--- src/rtl/pdt_pkg.sv ---
package pdt_pkg;
  typedef enum logic [2:0] {
    CMD_NOP = 3'd0, CMD_DES = 3'd1, CMD_RD = 3'd2, CMD_WR = 3'd3,
    CMD_ACT = 3'd4, CMD_PRE = 3'd5, CMD_REF = 3'd6, CMD_MRS = 3'd7
  } cmd_e;

  typedef enum logic [1:0] {
    PM_AWAKE = 2'd0, PM_ACTIVE = 2'd1, PM_PRE_SLOW = 2'd2, PM_PRE_FAST = 2'd3
  } pmode_e;

  function automatic logic is_quiet(input logic [2:0] c);
    return (c == CMD_NOP) || (c == CMD_DES);
  endfunction
endpackage

--- src/rtl/pdt_win_timer.sv ---
module pdt_win_timer #(
  parameter int W = 6
) (
  input  logic         clk,
  input  logic         rst_n,
  input  logic         load,
  input  logic [W-1:0] load_val,
  output logic         busy
);
  logic [W-1:0] cnt;

  always_ff @(posedge clk) begin
    if (!rst_n)          cnt <= '0;
    else if (load)       cnt <= load_val;
    else if (cnt != '0)  cnt <= cnt - 1'b1;
  end

  assign busy = (cnt != '0);
endmodule

--- src/rtl/pdt_mode_fsm.sv ---
module pdt_mode_fsm
  import pdt_pkg::*;
(
  input  logic   clk,
  input  logic   rst_n,
  input  logic   entry_evt,
  input  logic   exit_evt,
  input  logic   any_open,
  input  logic   slow_exit_en,
  input  logic   dll_locked,
  input  logic   exit_busy,
  input  logic   mrs_clear,
  output pmode_e mode,
  output logic   dll_on,
  output logic   dll_reset_req,
  output logic   slow_exiting
);
  logic locked_at_entry;

  always_ff @(posedge clk) begin
    if (!rst_n) begin
      mode            <= PM_AWAKE;
      dll_on          <= 1'b1;
      dll_reset_req   <= 1'b0;
      slow_exiting    <= 1'b0;
      locked_at_entry <= 1'b1;
    end else begin
      if (entry_evt) begin
        locked_at_entry <= dll_locked;
        if (any_open)          mode <= PM_ACTIVE;
        else if (slow_exit_en) begin
          mode   <= PM_PRE_SLOW;
          dll_on <= 1'b0;
        end else               mode <= PM_PRE_FAST;
      end else if (exit_evt) begin
        mode         <= PM_AWAKE;
        slow_exiting <= (mode == PM_PRE_SLOW);
        if (!locked_at_entry) dll_reset_req <= 1'b1;
      end else begin
        if (slow_exiting && !exit_busy) begin
          slow_exiting <= 1'b0;
          dll_on       <= 1'b1;
        end
        if (mrs_clear) dll_reset_req <= 1'b0;
      end
    end
  end
endmodule

--- src/rtl/pdt_proto_mon.sv ---
module pdt_proto_mon
  import pdt_pkg::*;
(
  input  logic       clk,
  input  logic       rst_n,
  input  logic       restricted,
  input  logic [2:0] cmd,
  output logic       proto_err
);
  always_ff @(posedge clk) begin
    if (!rst_n)                              proto_err <= 1'b0;
    else if (restricted && !is_quiet(cmd))   proto_err <= 1'b1;
  end
endmodule

--- src/rtl/pd_state_tracker.sv ---
module pd_state_tracker
  import pdt_pkg::*;
#(
  parameter int NBANK    = 8,
  parameter int TCK_PS   = 1250,
  parameter int XPDLL_CK = 10,
  parameter int XPDLL_PS = 24000,
  parameter int TXP      = 3,
  parameter int TCPDED   = 4
) (
  input  logic             clk,
  input  logic             rst_n,
  input  logic             cke,
  input  logic [2:0]       cmd,
  input  logic [NBANK-1:0] bank_open,
  input  logic             dll_locked,
  input  logic             slow_exit_en,
  output logic [1:0]       pd_mode,
  output logic             dll_on,
  output logic             entry_wait,
  output logic             exit_wait,
  output logic             dll_reset_req,
  output logic             odt_async,
  output logic             proto_err
);
  localparam int PS_CYC   = (XPDLL_PS + TCK_PS - 1) / TCK_PS;
  localparam int SLOW_CYC = (PS_CYC > XPDLL_CK) ? PS_CYC : XPDLL_CK;
  localparam int MAXW     = (SLOW_CYC > TXP) ? SLOW_CYC : TXP;
  localparam int XW       = $clog2(MAXW + 1);
  localparam int EW       = $clog2(TCPDED + 1);

  pmode_e  mode;
  logic    cke_q;
  logic    entry_evt, exit_evt;
  logic    slow_exiting;
  logic [XW-1:0] exit_len;

  always_ff @(posedge clk) begin
    if (!rst_n) cke_q <= 1'b0;
    else        cke_q <= cke;
  end

  assign entry_evt = cke_q && !cke && (mode == PM_AWAKE);
  assign exit_evt  = cke && (mode != PM_AWAKE);
  assign exit_len  = (mode == PM_PRE_SLOW) ? XW'(SLOW_CYC) : XW'(TXP);

  pdt_win_timer #(.W(EW)) u_entry_win (
    .clk(clk), .rst_n(rst_n), .load(entry_evt),
    .load_val(EW'(TCPDED)), .busy(entry_wait)
  );

  pdt_win_timer #(.W(XW)) u_exit_win (
    .clk(clk), .rst_n(rst_n), .load(exit_evt),
    .load_val(exit_len), .busy(exit_wait)
  );

  pdt_mode_fsm u_fsm (
    .clk(clk), .rst_n(rst_n),
    .entry_evt(entry_evt), .exit_evt(exit_evt),
    .any_open(|bank_open), .slow_exit_en(slow_exit_en),
    .dll_locked(dll_locked), .exit_busy(exit_wait),
    .mrs_clear((cmd == CMD_MRS) && (mode == PM_AWAKE) && !exit_wait),
    .mode(mode), .dll_on(dll_on), .dll_reset_req(dll_reset_req),
    .slow_exiting(slow_exiting)
  );

  pdt_proto_mon u_mon (
    .clk(clk), .rst_n(rst_n),
    .restricted(entry_evt || (mode != PM_AWAKE) || entry_wait || exit_wait),
    .cmd(cmd), .proto_err(proto_err)
  );

  assign pd_mode   = mode;
  assign odt_async = (mode == PM_PRE_SLOW) || (slow_exiting && exit_wait);
endmodule

--- config.mk ---
export PLATFORM = sky130hd
export DESIGN_NAME = pd_state_tracker
export DESIGN_NICKNAME = d
export VERILOG_FILES = /design/src/rtl/pdt_pkg.sv /design/src/rtl/pdt_win_timer.sv /design/src/rtl/pdt_mode_fsm.sv /design/src/rtl/pdt_proto_mon.sv /design/src/rtl/pd_state_tracker.sv
export SDC_FILE = /design/constraint.sdc
export NUM_CORES = 1
export LEC_CHECK = 0
export BUFFER_PORTS_ARGS = -buffer_cell sky130_fd_sc_hd__buf_4
export CAP_MARGIN = 20
export CORE_MARGIN = 4
export CORE_UTILIZATION = 36
export CTS_CLUSTER_DIAMETER = 60
export CTS_CLUSTER_SIZE = 12
export DETAILED_ROUTE_END_ITERATION = 10
export PLACE_DENSITY = 0.59
export SYNTH_ARGS = -nofsm -noshare
export SYNTH_HDL_FRONTEND = slang
export SYNTH_HIERARCHICAL = 1
export SYNTH_SLANG_ARGS = --single-unit
export TNS_END_PERCENT = 50
--- constraint.sdc ---
create_clock -name clk -period 3 [get_ports clk]
set_input_delay 0.6 -clock clk [delete_from_list [all_inputs] [get_ports clk]]
set_output_delay 0.6 -clock clk [all_outputs]
set_load 0.005 [all_outputs]
[After elaboration in Yosys (flattened, before gate mapping)]
Cells that the tools add are included.
Storage, ports and cells
  register bits after elaboration: 16
  input port bits: 16
  output and inout port bits: 8
  logic and storage cells: 72
Operators by class
  reduce and logical (&&, ||, !) cells: 32
  add/subtract/negate cells: 2
  equality and inequality tests: 7
  multiplexer cells: 19
  bitwise logic cells: 2
Operators with widths (count)
  two-way mux 5 bit: 3
  nonzero test 2 bit: 7
  two-way mux 1 bit: 11
  logical AND 1 bit: 8
  inequality test 2 bit, second input constant: 4
  OR reduction 8 bit: 1
  two-way mux 2 bit: 3
  two-way mux 3 bit: 2
  logical OR 1 bit: 5
  nonzero test 5 bit: 1
  subtractor 5 x 1 -> 5 bit, second input constant: 1
  AND reduction 4 bit: 1
  == test 3 x 1 -> 1 bit, second input constant: 1
  == test 3 bit, second input constant: 1
  zero test 1 bit: 3
  zero test 3 bit: 1
  AND reduction 3 bit: 1
  nonzero test 3 bit: 1
  subtractor 3 x 1 -> 3 bit, second input constant: 1
  == test 2 bit, second input constant: 1
  zero test 2 bit: 1
  NOT 1 bit: 2
  AND reduction 2 bit: 1
  OR reduction 2 bit: 1

[Depth between registers and ports, before layout]
  word-level depth: 7
  mapped depth: 8

[By module]
Netlist, hierarchy kept.
Modules (own cells, without submodules)
  pdt_win_timer (u_exit_win): area each 304.0 um^2, instances 1, cells each 35, sequential area each 100.1 um^2
  pdt_mode_fsm: area each 242.7 um^2, instances 1, cells each 27, sequential area each 120.1 um^2
  pdt_win_timer (u_entry_win): area each 201.4 um^2, instances 1, cells each 21, sequential area each 60.1 um^2
  pd_state_tracker: area each 108.9 um^2, instances 1, cells each 17, sequential area each 20.0 um^2
  pdt_proto_mon: area each 38.8 um^2, instances 1, cells each 4, sequential area each 20.0 um^2

[Worst setup path after synthesis]
No wires, ideal clock.
  kind: input -> register
  start: input port cke
  end: register u_entry_win.cnt[0]
  path slack: 0.965 ns
  arrival: 1.923 ns
  path buffers: 0
  stages on the path: 4
  cell sequence: nand2b_1 nor3_1 nor2b_1 a2111oi_1
Between the ends
  longest elaborated chain between the ends: 4
RTL lines
  start: declaration: line pd_state_tracker.sv:13  | input logic cke,
  zero test 1 bit: line pd_state_tracker.sv:43  | assign entry_evt = cke_q && !cke && (mode == PM_AWAKE);
  logical AND 1 bit (2 in series): line pd_state_tracker.sv:43
  via entry_evt: line pd_state_tracker.sv:34  | logic entry_evt, exit_evt;
  OR reduction 2 bit (no line)
  end signal: assignment: line pdt_win_timer.sv:14  | else if (load) cnt <= load_val;
  end signal: assignment: line pdt_win_timer.sv:15  | else if (cnt != '0) cnt <= cnt - 1'b1;
  end: declaration: line pdt_win_timer.sv:10  | logic [W-1:0] cnt;
The timed path passes the listed nets, and every way through them passes these cells.
A chain may end at the register's enable or synchronous reset.

[Worst setup path in the final report]
  start: register u_exit_win.cnt[0]
  end: output port odt_async
Between the ends
  longest elaborated chain between the ends: 3
RTL lines
  start: declaration: line pdt_win_timer.sv:10
  start signal: assignment: line pdt_win_timer.sv:14
  start signal: assignment: line pdt_win_timer.sv:15
  nonzero test 5 bit: line pdt_win_timer.sv:18  | assign busy = (cnt != '0);
  logical AND 1 bit: line pd_state_tracker.sv:74  | assign odt_async = (mode == PM_PRE_SLOW) || (slow_exiting && exit_wait);
  logical OR 1 bit: line pd_state_tracker.sv:74
  end: declaration: line pd_state_tracker.sv:23  | output logic odt_async,
Every way passes these cells.

==> results.toml <==
[yosys]
ys_seq_elements = 16
synth-edff-count = 0
syn_area_um2 = 896
synth_flop_cell = "dfxtp_1"
ys_warn_count = 6
async_reset_ff_share_pct = 0
syn_inst = 104
ys_seq_area_share_pct = 35.8
syn_area_per_cell_um2 = 8.61
synthDistinctLibCells = 39

[cts]
holdBufCountCts = 0
cts_buffer_depth = 2
cts_buffers = 3
clk_latency_ns = 0.29
postCtsSetupBuffers = 0
cts_resized = 0
cts_tree = "done"
cts_sinks = 16
path_clk_slew_ns = 0.10
cts_root_buf = "clkbuf_4"
htree_levels = 1

[die]
core-area_um2 = 2300
die_w_um = 57.9
die_h_um = 57.9
fp-row-count = 17
start_util_pct = 39.0
die_area_um2 = 3350
io_pins = 24

[power]
ir_worst_vdd_mv = 0.429
power_density_nw_per_um2 = 671
p_leak_nw = 0.495
power_uw = 760

[timing]
max_freq_ghz = 0.445
rsz0062_at_grt = "no"
fin_ws_ns = 0.753
setup_viol = 0
hold_ws_ns = 0.488
hold_viol_final = 0
skew_ns = 0.00802
fin_crit_sh_pct = 74.9
timing.setup.tns_ns = 0
min_period_ns = 2.25
slew_viol_final = 0

[critical_path]
path_cells = "inv_1 -> ha_1 -> nor4b_4 -> inv_1 -> nand2_1 -> nand2_1 -> buf_4"
cp_slowest_cell = "dfxtp_1"
cp_slowest_stage_delay_ns = 0.34
required_ns = 2.40
cp.arrival_ns = 1.65
crit_fanout = 6
r2r-start = "u_exit_win/cnt[0]"
end_kind = "output port"
worst-setup-path-type = "reg2out"
worstSetupStartpointType = "flop"
startpoint = "u_exit_win/cnt[0]"

[route]
vias_per_cell = 5.11
drt.antenna.violating_nets = 0
drt_iter0_drc = 19
drcViolationCount = 0
detail_route.first_pass.iterations = 4
wl_per_cell_um = 11.7
wirelength_um = 1870
routed-via-count = 817

[min_path]
min_from = "u_fsm/dll_on"
hp-class = "reg2reg"

[layout]
multi_input_area_um2 = 523
antennaDiodeCount = 0
seq_area_um2 = 320
final_common_cell = "buf_4"
drive_above_1_share_pct = 25.0
nNetsFinal = 152
layout_common_cells = "24 x buf_4, 16 x dfxtp_1, 9 x inv_1"
fillers = 223
syn_to_final_growth_pct = 26.4

[global_route]
grt_antenna_before_repair = 0
grt_max_degree = 20
grt_pass1_wl_um = 3350
track_usage_pct = 12.4
grt_pass1_vias = 790
grt.overflow.total = 0

[placed_design]
place_congestion = 0.752
portBuffers = 23
pre_cts_slack_ns = 1.07
dp_hpwl_um = 1420

[run_status]
status = "finished clean"

[flow_run]
cap_violations = 0
==> cell usage after synthesis, types with 2 or more instances <==
cell | count | area share, %
nor4_1 | 2 | 1.4
nor3_1 | 3 | 1.7
ha_1 | 3 | 4.2
nand3_1 | 8 | 4.5
nor4b_1 | 2 | 2.0
nor2b_2 | 2 | 2.0
a21oi_1 | 2 | 1.1
inv_1 | 9 | 3.8
a2111oi_1 | 2 | 2.2
buf_6 | 2 | 2.5
nand3b_1 | 3 | 2.5
nor2_1 | 5 | 2.1
o21ai_0 | 4 | 2.2
nor2b_1 | 7 | 4.9
conb_1 | 2 | 0.84
or4_1 | 2 | 1.7
or2b_1 | 2 | 1.7
nand4_1 | 2 | 1.4
nand2_1 | 6 | 2.5
nand2b_1 | 2 | 1.4
dfxtp_1 | 16 | 36
==> final timing paths <==
kind	endpoint	slack, ns	depth (start not counted)
max reg2reg	u_mon/proto_err	1.23	8
max	odt_async	0.75	7
min reg2reg	u_fsm/dll_on	0.49	2
min	u_fsm/dll_on	0.49	2
==> state kept, by name, summed over array words and instances (netlist names) <==
signal / count
u_mon/proto_err: 1
u_fsm/locked_at_entry: 1
u_fsm/dll_on: 1
u_fsm/mode: 2
cke_q: 1
u_exit_win/cnt: 5
u_fsm/slow_exiting: 1
u_fsm/dll_reset_req: 1
u_entry_win/cnt: 3
==> routing by layer <==
metal	wire length [µm]	GRT usage (%)	vias up
li1	-	-	427
met1	896	17.3	368
met2	880	18.9	22
met3	91	2.00	0
met4	0	4.97	0
met5	0	0	-
==> where the power goes <==
part	switching (mW)	total (mW)	leakage, nW	internal (mW)
logic	0.148	0.319	0.343	0.171
registers	0.0400	0.297	0.131	0.257
clock network	0.0712	0.145	0.0210	0.0738
total	0.259	0.760	0.495	0.502
==> cell families (layout without fill, tap and decap cells) <==
family	after synthesis	count (layout)	share of synthesized area, %
xor+xnor	1	1	0.978
compound gates	17	17	14.1
fa+ha+maj	3	3	4.19
other cells	2	4	0.838
buf+inv	12	38	6.70
flops	16	16	35.8
simple gates	53	53	37.4
==> metrics by stage <==
step                util (%)  cells  cell area (µm²)
floorplan                  -    106              903
global placement        47.7    156             1100
detailed placement      47.7    156             1100
CTS                     49.3    160             1130
global route            49.3    160             1130
finish                  49.3    160             1130
==> critical path: cells and delay by family (launching register included) <==
kind,cells,cell delay (ns)
adders and majority gates,1,0.20
DFF,1,0.34
and+or+nand+nor,3,0.47
buffers and inverters,3,0.34
==> final cells by class <==
type,count,share of cell area [%]
Clock buffer,4,3.20
Inverter,10,3.31
Multi-Input combinational cell,78,46.2
Sequential cell,16,28.3
Tap cell,28,3.09
Timing Repair Buffer,24,15.9
Power figures use the tool's default switching activity.
